--- config.mk ---
export PLATFORM = sky130hd
export DESIGN_NAME = slot_sequencer
export DESIGN_NICKNAME = d
export VERILOG_FILES = /design/src/rtl/slotseq_pkg.sv /design/src/rtl/slotseq_edge.sv /design/src/rtl/slotseq_fsm.sv /design/src/rtl/slotseq_outdec.sv /design/src/rtl/slot_sequencer.sv
export SDC_FILE = /design/constraint.sdc
export NUM_CORES = 1
export LEC_CHECK = 0
export ABC_AREA = 1
export BUFFER_PORTS_ARGS = -buffer_cell sky130_fd_sc_hd__buf_4
export CAP_MARGIN = 10
export CORE_AREA = 2 2 39 41
export CTS_BUF_LIST = sky130_fd_sc_hd__clkbuf_16
export DETAILED_ROUTE_END_ITERATION = 8
export DIE_AREA = 0 0 41 43
export HOLD_SLACK_MARGIN = 0.05
export PLACE_DENSITY_LB_ADDON = 0.3
export SYNTH_ARGS = -nofsm -noshare
export SYNTH_HDL_FRONTEND = slang
export SYNTH_SLANG_ARGS = --single-unit
--- constraint.sdc ---
create_clock -name clk -period 3.06 [get_ports clk]
set_input_delay 0.306 -clock clk [delete_from_list [all_inputs] [get_ports clk]]
set_output_delay 0.306 -clock clk [all_outputs]
set_load 0.05 [all_outputs]
--- src/rtl/slotseq_pkg.sv ---
package slotseq_pkg;
  localparam int MODE_W  = 2;
  localparam int STATE_W = 2;

  typedef enum logic [STATE_W-1:0] {
    ST_OFF    = 2'd0,
    ST_BLIND  = 2'd1,
    ST_ACTIVE = 2'd2
  } slot_state_e;

  typedef struct packed {
    logic rx;
    logic pa_gate;
    logic ton_follow;
    logic hold_loop;
    logic low_pwr;
  } slot_cfg_t;
endpackage

--- src/rtl/slotseq_edge.sv ---
module slotseq_edge #(
  parameter int W = 2
) (
  input  logic         clk,
  input  logic [W-1:0] d,
  output logic [W-1:0] rise
);
  logic [W-1:0] prev;

  always_ff @(posedge clk) prev <= d;

  for (genvar i = 0; i < W; i++) begin : g_bit
    assign rise[i] = d[i] & ~prev[i];
  end
endmodule

--- src/rtl/slotseq_fsm.sv ---
module slotseq_fsm
  import slotseq_pkg::*;
(
  input  logic              clk,
  input  logic              rst,
  input  logic [MODE_W-1:0] mode,
  input  logic              sen,
  input  logic              sclk,
  input  logic              sen_rise,
  input  logic              sen_fall,
  input  logic              sclk_rise,
  input  logic              pdn_fall,
  output slot_state_e       state_q,
  output slot_state_e       state_nx
);
  logic seen_q;
  logic level_mode;
  logic strobe_mode;

  assign level_mode  = mode[1];
  assign strobe_mode = (mode == MODE_W'(1));

  always_comb begin
    state_nx = state_q;
    if (level_mode) begin
      if (!sen && !sclk) begin
        state_nx = ST_OFF;
      end else begin
        unique case (state_q)
          ST_OFF:    if (sen_rise) state_nx = ST_BLIND;
          ST_BLIND:  if (sen_fall) state_nx = ST_ACTIVE;
          ST_ACTIVE: if (sen_rise) state_nx = ST_BLIND;
          default:   state_nx = ST_OFF;
        endcase
      end
    end else if (strobe_mode && pdn_fall && state_q != ST_OFF) begin
      state_nx = ST_OFF;
    end else begin
      unique case (state_q)
        ST_OFF:    if (sen_rise && seen_q) state_nx = ST_BLIND;
        ST_BLIND:  if (sen_fall) state_nx = ST_ACTIVE;
        ST_ACTIVE: begin
          if (sen_rise) begin
            if (seen_q)            state_nx = ST_BLIND;
            else if (!strobe_mode) state_nx = ST_OFF;
          end
        end
        default:   state_nx = ST_OFF;
      endcase
    end
  end

  always_ff @(posedge clk) begin
    if (rst) begin
      state_q <= ST_OFF;
      seen_q  <= 1'b0;
    end else begin
      state_q <= state_nx;
      if (sen_rise)              seen_q <= 1'b0;
      else if (sclk_rise && !sen) seen_q <= 1'b1;
    end
  end
endmodule

--- src/rtl/slotseq_outdec.sv ---
module slotseq_outdec
  import slotseq_pkg::*;
(
  input  logic        clk,
  input  logic        rst,
  input  slot_state_e state_nx,
  input  slot_cfg_t   cfg,
  input  logic        level_mode,
  input  logic        slot_ctl,
  output logic        synth_q,
  output logic        loop_q,
  output logic        vco_q,
  output logic        pa_q,
  output logic        rx_q,
  output logic        tsw_q,
  output logic        lp_q
);
  logic tx, blind, act, on;
  logic loop_d, pa_d, tsw_d, lp_d;

  always_comb begin
    tx     = ~cfg.rx;
    blind  = (state_nx == ST_BLIND);
    act    = (state_nx == ST_ACTIVE);
    on     = (state_nx != ST_OFF);
    loop_d = blind | (act & cfg.hold_loop);
    pa_d   = tx & ((blind & ~cfg.pa_gate) |
                   (act & (cfg.pa_gate ? slot_ctl : 1'b1)));
    tsw_d  = tx & act & ((cfg.pa_gate | cfg.ton_follow) ? slot_ctl : 1'b1);
    lp_d   = tx & cfg.low_pwr & (level_mode ? act : on);
  end

  always_ff @(posedge clk) begin
    if (rst) begin
      synth_q <= 1'b0;
      loop_q  <= 1'b0;
      vco_q   <= 1'b0;
      pa_q    <= 1'b0;
      rx_q    <= 1'b0;
      tsw_q   <= 1'b0;
      lp_q    <= 1'b0;
    end else begin
      synth_q <= loop_d;
      loop_q  <= loop_d;
      vco_q   <= on;
      pa_q    <= pa_d;
      rx_q    <= act & cfg.rx;
      tsw_q   <= tsw_d;
      lp_q    <= lp_d;
    end
  end
endmodule

--- src/rtl/slot_sequencer.sv ---
module slot_sequencer
  import slotseq_pkg::*;
(
  input  logic               clk,
  input  logic               rst,
  input  logic [MODE_W-1:0]  bus_mode,
  input  logic               sen,
  input  logic               sclk,
  input  logic               pdn_strobe,
  input  logic               slot_ctl,
  input  logic               cfg_rx,
  input  logic               cfg_pa_gate,
  input  logic               cfg_ton_follow,
  input  logic               cfg_hold_loop,
  input  logic               cfg_low_pwr,
  output logic               synth_on,
  output logic               loop_closed,
  output logic               vco_on,
  output logic               pa_on,
  output logic               rx_on,
  output logic               tx_switch,
  output logic               rx_switch,
  output logic               low_pwr,
  output logic [STATE_W-1:0] state_o
);
  logic [1:0]  rises;
  logic [1:0]  falls;
  slot_state_e state_q, state_nx;
  slot_cfg_t   cfg;

  assign cfg = '{rx: cfg_rx, pa_gate: cfg_pa_gate, ton_follow: cfg_ton_follow,
                 hold_loop: cfg_hold_loop, low_pwr: cfg_low_pwr};

  slotseq_edge #(.W(2)) u_rise (
    .clk (clk),
    .d   ({sclk, sen}),
    .rise(rises)
  );

  slotseq_edge #(.W(2)) u_fall (
    .clk (clk),
    .d   ({~pdn_strobe, ~sen}),
    .rise(falls)
  );

  slotseq_fsm u_fsm (
    .clk      (clk),
    .rst      (rst),
    .mode     (bus_mode),
    .sen      (sen),
    .sclk     (sclk),
    .sen_rise (rises[0]),
    .sen_fall (falls[0]),
    .sclk_rise(rises[1]),
    .pdn_fall (falls[1]),
    .state_q  (state_q),
    .state_nx (state_nx)
  );

  slotseq_outdec u_dec (
    .clk       (clk),
    .rst       (rst),
    .state_nx  (state_nx),
    .cfg       (cfg),
    .level_mode(bus_mode[1]),
    .slot_ctl  (slot_ctl),
    .synth_q   (synth_on),
    .loop_q    (loop_closed),
    .vco_q     (vco_on),
    .pa_q      (pa_on),
    .rx_q      (rx_on),
    .tsw_q     (tx_switch),
    .lp_q      (low_pwr)
  );

  assign rx_switch = rx_on;
  assign state_o   = state_q;
endmodule

==> results.md <==
* CTS Buf Count at 3
* Max_cap viols at 0
* Layout net count at 110
* Worst setup margin at 1.876 ns
* Tmin final at between 1 and 1.5 ns
* Final Wtd Congestion at 0.7666
* I/O pin cnt at 23
* Period utilisation layout at 38.69%
* Die ar. at 1763 um2
* FILL cells at 127
* Syn avg cell area at ~8 um2
* Seq/Total Area, Yosys at 45.32%
* DR iter-0 viols at 2
* Lkg Pwr at 0.4363 nW
* DP Worst Slack at between 1.5 and 2 ns
* Class of the worst hold path: primary input to flop
* Final setup TNS at 0 ns
* Worst Path Required at about 3.2 ns
* N_diodes at 0
* Worst VDD drop at approximately 0.37 mV
* Initial Utilization at between 40% and 50%
* Crit-path slowest cell: dfxtp_1
* Final WL at 1074 um
* Synth warn at 0
* Grt total ovfl at 0
* Max-slew violations at 0
* Die width at around 41 um
* Slew headroom at 85.29%
* Worst setup SP type: flop
* Pwr dens at approximately 570 nW/um2
* Average wire per standard cell at 9.589 um
* Clock-pin slew on the worst setup and hold paths at 0.04 ns
* H-tree depth at 1
* Antenna Nets Post-Route at 0
* Cell Area, Synth at roughly 570 um2
* Hold Vio Cnt, Final at 0
* First-pass GRT wire length at 1711 um
* Via count at 504
* Layout cells sized above 1 at 41.67%
* Die Ht at between 40 and 50 um
* CTS tree: yes
* Root Buffer: clkbuf_16
* CP Class: flop to flop
* Mapped Cells at 72
* Max Freq at 844.7 MHz
* Initial antenna violation count at 0
* HPWL Detailed at 841.7 um
* Post-DR vias/cell at ~4.5
* Worst slew pin tran at ~0.22 ns
* Number of post-CTS setup repair buffers at 0
* Post-CTS Hold Fix Bufs at 0
* Clock Latency Late Sink at approximately 0.24 ns
* Largest stage delay, worst path at 0.40 ns
* Vias in the first global route at slightly above 400
* Flop and latch count out of synthesis at 13
* Clock Tree Buf Depth at 2
* Post-CTS sizing at 0
* Setup violators final at 0
* CP Cell Sequence: inv_2 -> nand2_1 -> nand3_2 -> nand2_1 -> inv_1 -> nand2_4 -> nand3_2 -> inv_2 -> nor2_2
* Pwr Total at 0.0004713 W
* Cell Rows at 14
* Largest net degree at the start of global routing at 8
* Drt drc at 0
* Layout Skew at 0.002134 ns
* Pre-antenna DRT Iters at 4
* Status: complete, no violations
* CP Capture Type: flop
* Unrepaired setup endpoints after global routing: no
* GRT Util Overall at 14.53%
* Post-synth cell types at 19
* Worst-path maximum fanout at 5
* CTS Sinks at 13
* Area Overhead vs Synth at 43.36%
* Core area at roughly 1400 um2
* Arrival time worst endpoint at 1.31 ns
* Syn_nets at 85
* I/O Buffers at 22
## power breakdown
group          switching [W]  internal, W  leakage, nW
registers         0.00000269     0.000176        0.107
clock network      0.0000647     0.000172       0.0423
logic              0.0000334    0.0000231        0.287
total               0.000101     0.000371        0.436
## Yosys cell counts
library cell / n / area [um2]
inv_1: 8 / 30.03
dfxtp_1: 13 / 260.3
nand2_1: 15 / 56.30
inv_2: 3 / 11.26
nor2_4: 2 / 22.52
nor3b_1: 1 / 7.510
a21oi_1: 1 / 5.000
buf_4: 2 / 15.01
nand3_2: 3 / 30.03
nor2_1: 10 / 37.54
o21bai_1: 1 / 7.510
nand2_2: 2 / 12.51
nand3b_1: 1 / 7.510
nand3_1: 3 / 15.01
nand2_4: 1 / 11.26
a211oi_1: 1 / 7.510
nor3b_2: 1 / 12.51
nor2_2: 3 / 18.77
and3_1: 1 / 6.260
## per-layer routing
metal / up-vias / share of wire [%] / GRT usage (%)
li1: 266 / - / -
met1: 223 / 44 / 17.32
met2: 13 / 49 / 21.88
met3: 2 / 6.1 / 6.283
met4: 0 / 1.1 / 6.000
met5: - / 0 / 0
## registers in the layout, indices dropped and copies added, names as in the netlist
signal         count
u_fall.prev        2
u_fsm.state_q      2
u_rise.prev        2
u_dec.lp_q         1
u_dec.pa_q         1
u_dec.rx_q         1
u_dec.synth_q      1
u_dec.tsw_q        1
u_dec.vco_q        1
u_fsm.seen_q       1
## final timing paths
kind	endpoint	depth (start not counted)	slack, ns	from
setup / recovery	u_dec.synth_q$_SDFF_PP0_	9	1.88	u_fsm.state_q[0]$_SDFF_PP0_
hold / removal	u_rise.prev[1]$_DFF_P_	1	0.19	sclk
setup reg to reg	u_dec.synth_q$_SDFF_PP0_	9	1.88	u_fsm.state_q[0]$_SDFF_PP0_
hold reg to reg	u_fsm.seen_q$_SDFFE_PP0P_	2	0.51	u_rise.prev[1]$_DFF_P_
## cell usage in the layout (no fill, tap or decap), drive strengths merged
| cell | n |
|---|---|
| nand3 | 6 |
| o21bai | 1 |
| and3 | 1 |
| a211oi | 1 |
| nor2 | 15 |
| nand3b | 1 |
| a21oi | 1 |
| dfxtp | 13 |
| inv | 12 |
| nand2 | 18 |
| buf | 22 |
| clkbuf | 3 |
| nor3b | 2 |
## logic make-up (layout without fill, tap and decap cells)
kind of cell / after synthesis / after routing / synth area share [%]
buffers and inverters: 13 / 37 / 9.803
DFF: 13 / 13 / 45.32
and+or+nand+nor: 43 / 43 / 41.39
AOI/OAI and AO/OA: 3 / 3 / 3.486
## stage by stage
step	area (um2)	std cells	hold WS (ns)	utilization [%]
finish	823.3	112	0.1905	59.49
global route	823.3	112	0.1905	59.49
CTS	823.3	112	0.1898	59.49
detailed placement	744.5	108	0.4320	53.80
floorplan	574.3	72	0.3337	-
global placement	744.5	108	0.4322	53.80
## area by class of cell
class | count | area, um2 | share of cell area [%]
Clock inverter | 1 | 3.754 | 0.4559
Timing Repair Buffer | 22 | 165.2 | 20.06
Inverter | 11 | 41.29 | 5.015
Sequential cell | 13 | 260.3 | 31.61
Tap cell | 16 | 20.02 | 2.432
Multi-Input combinational cell | 46 | 257.7 | 31.31
Clock buffer | 3 | 75.07 | 9.119
## worst max-delay path, delay by kind of cell, from the launching register on
family / cells / cell delay, ns
and+or+nand+nor: 6 / 0.45
buffers and inverters: 3 / 0.22
DFF: 1 / 0.40
Note: power is estimated with default switching activity, not from simulation.
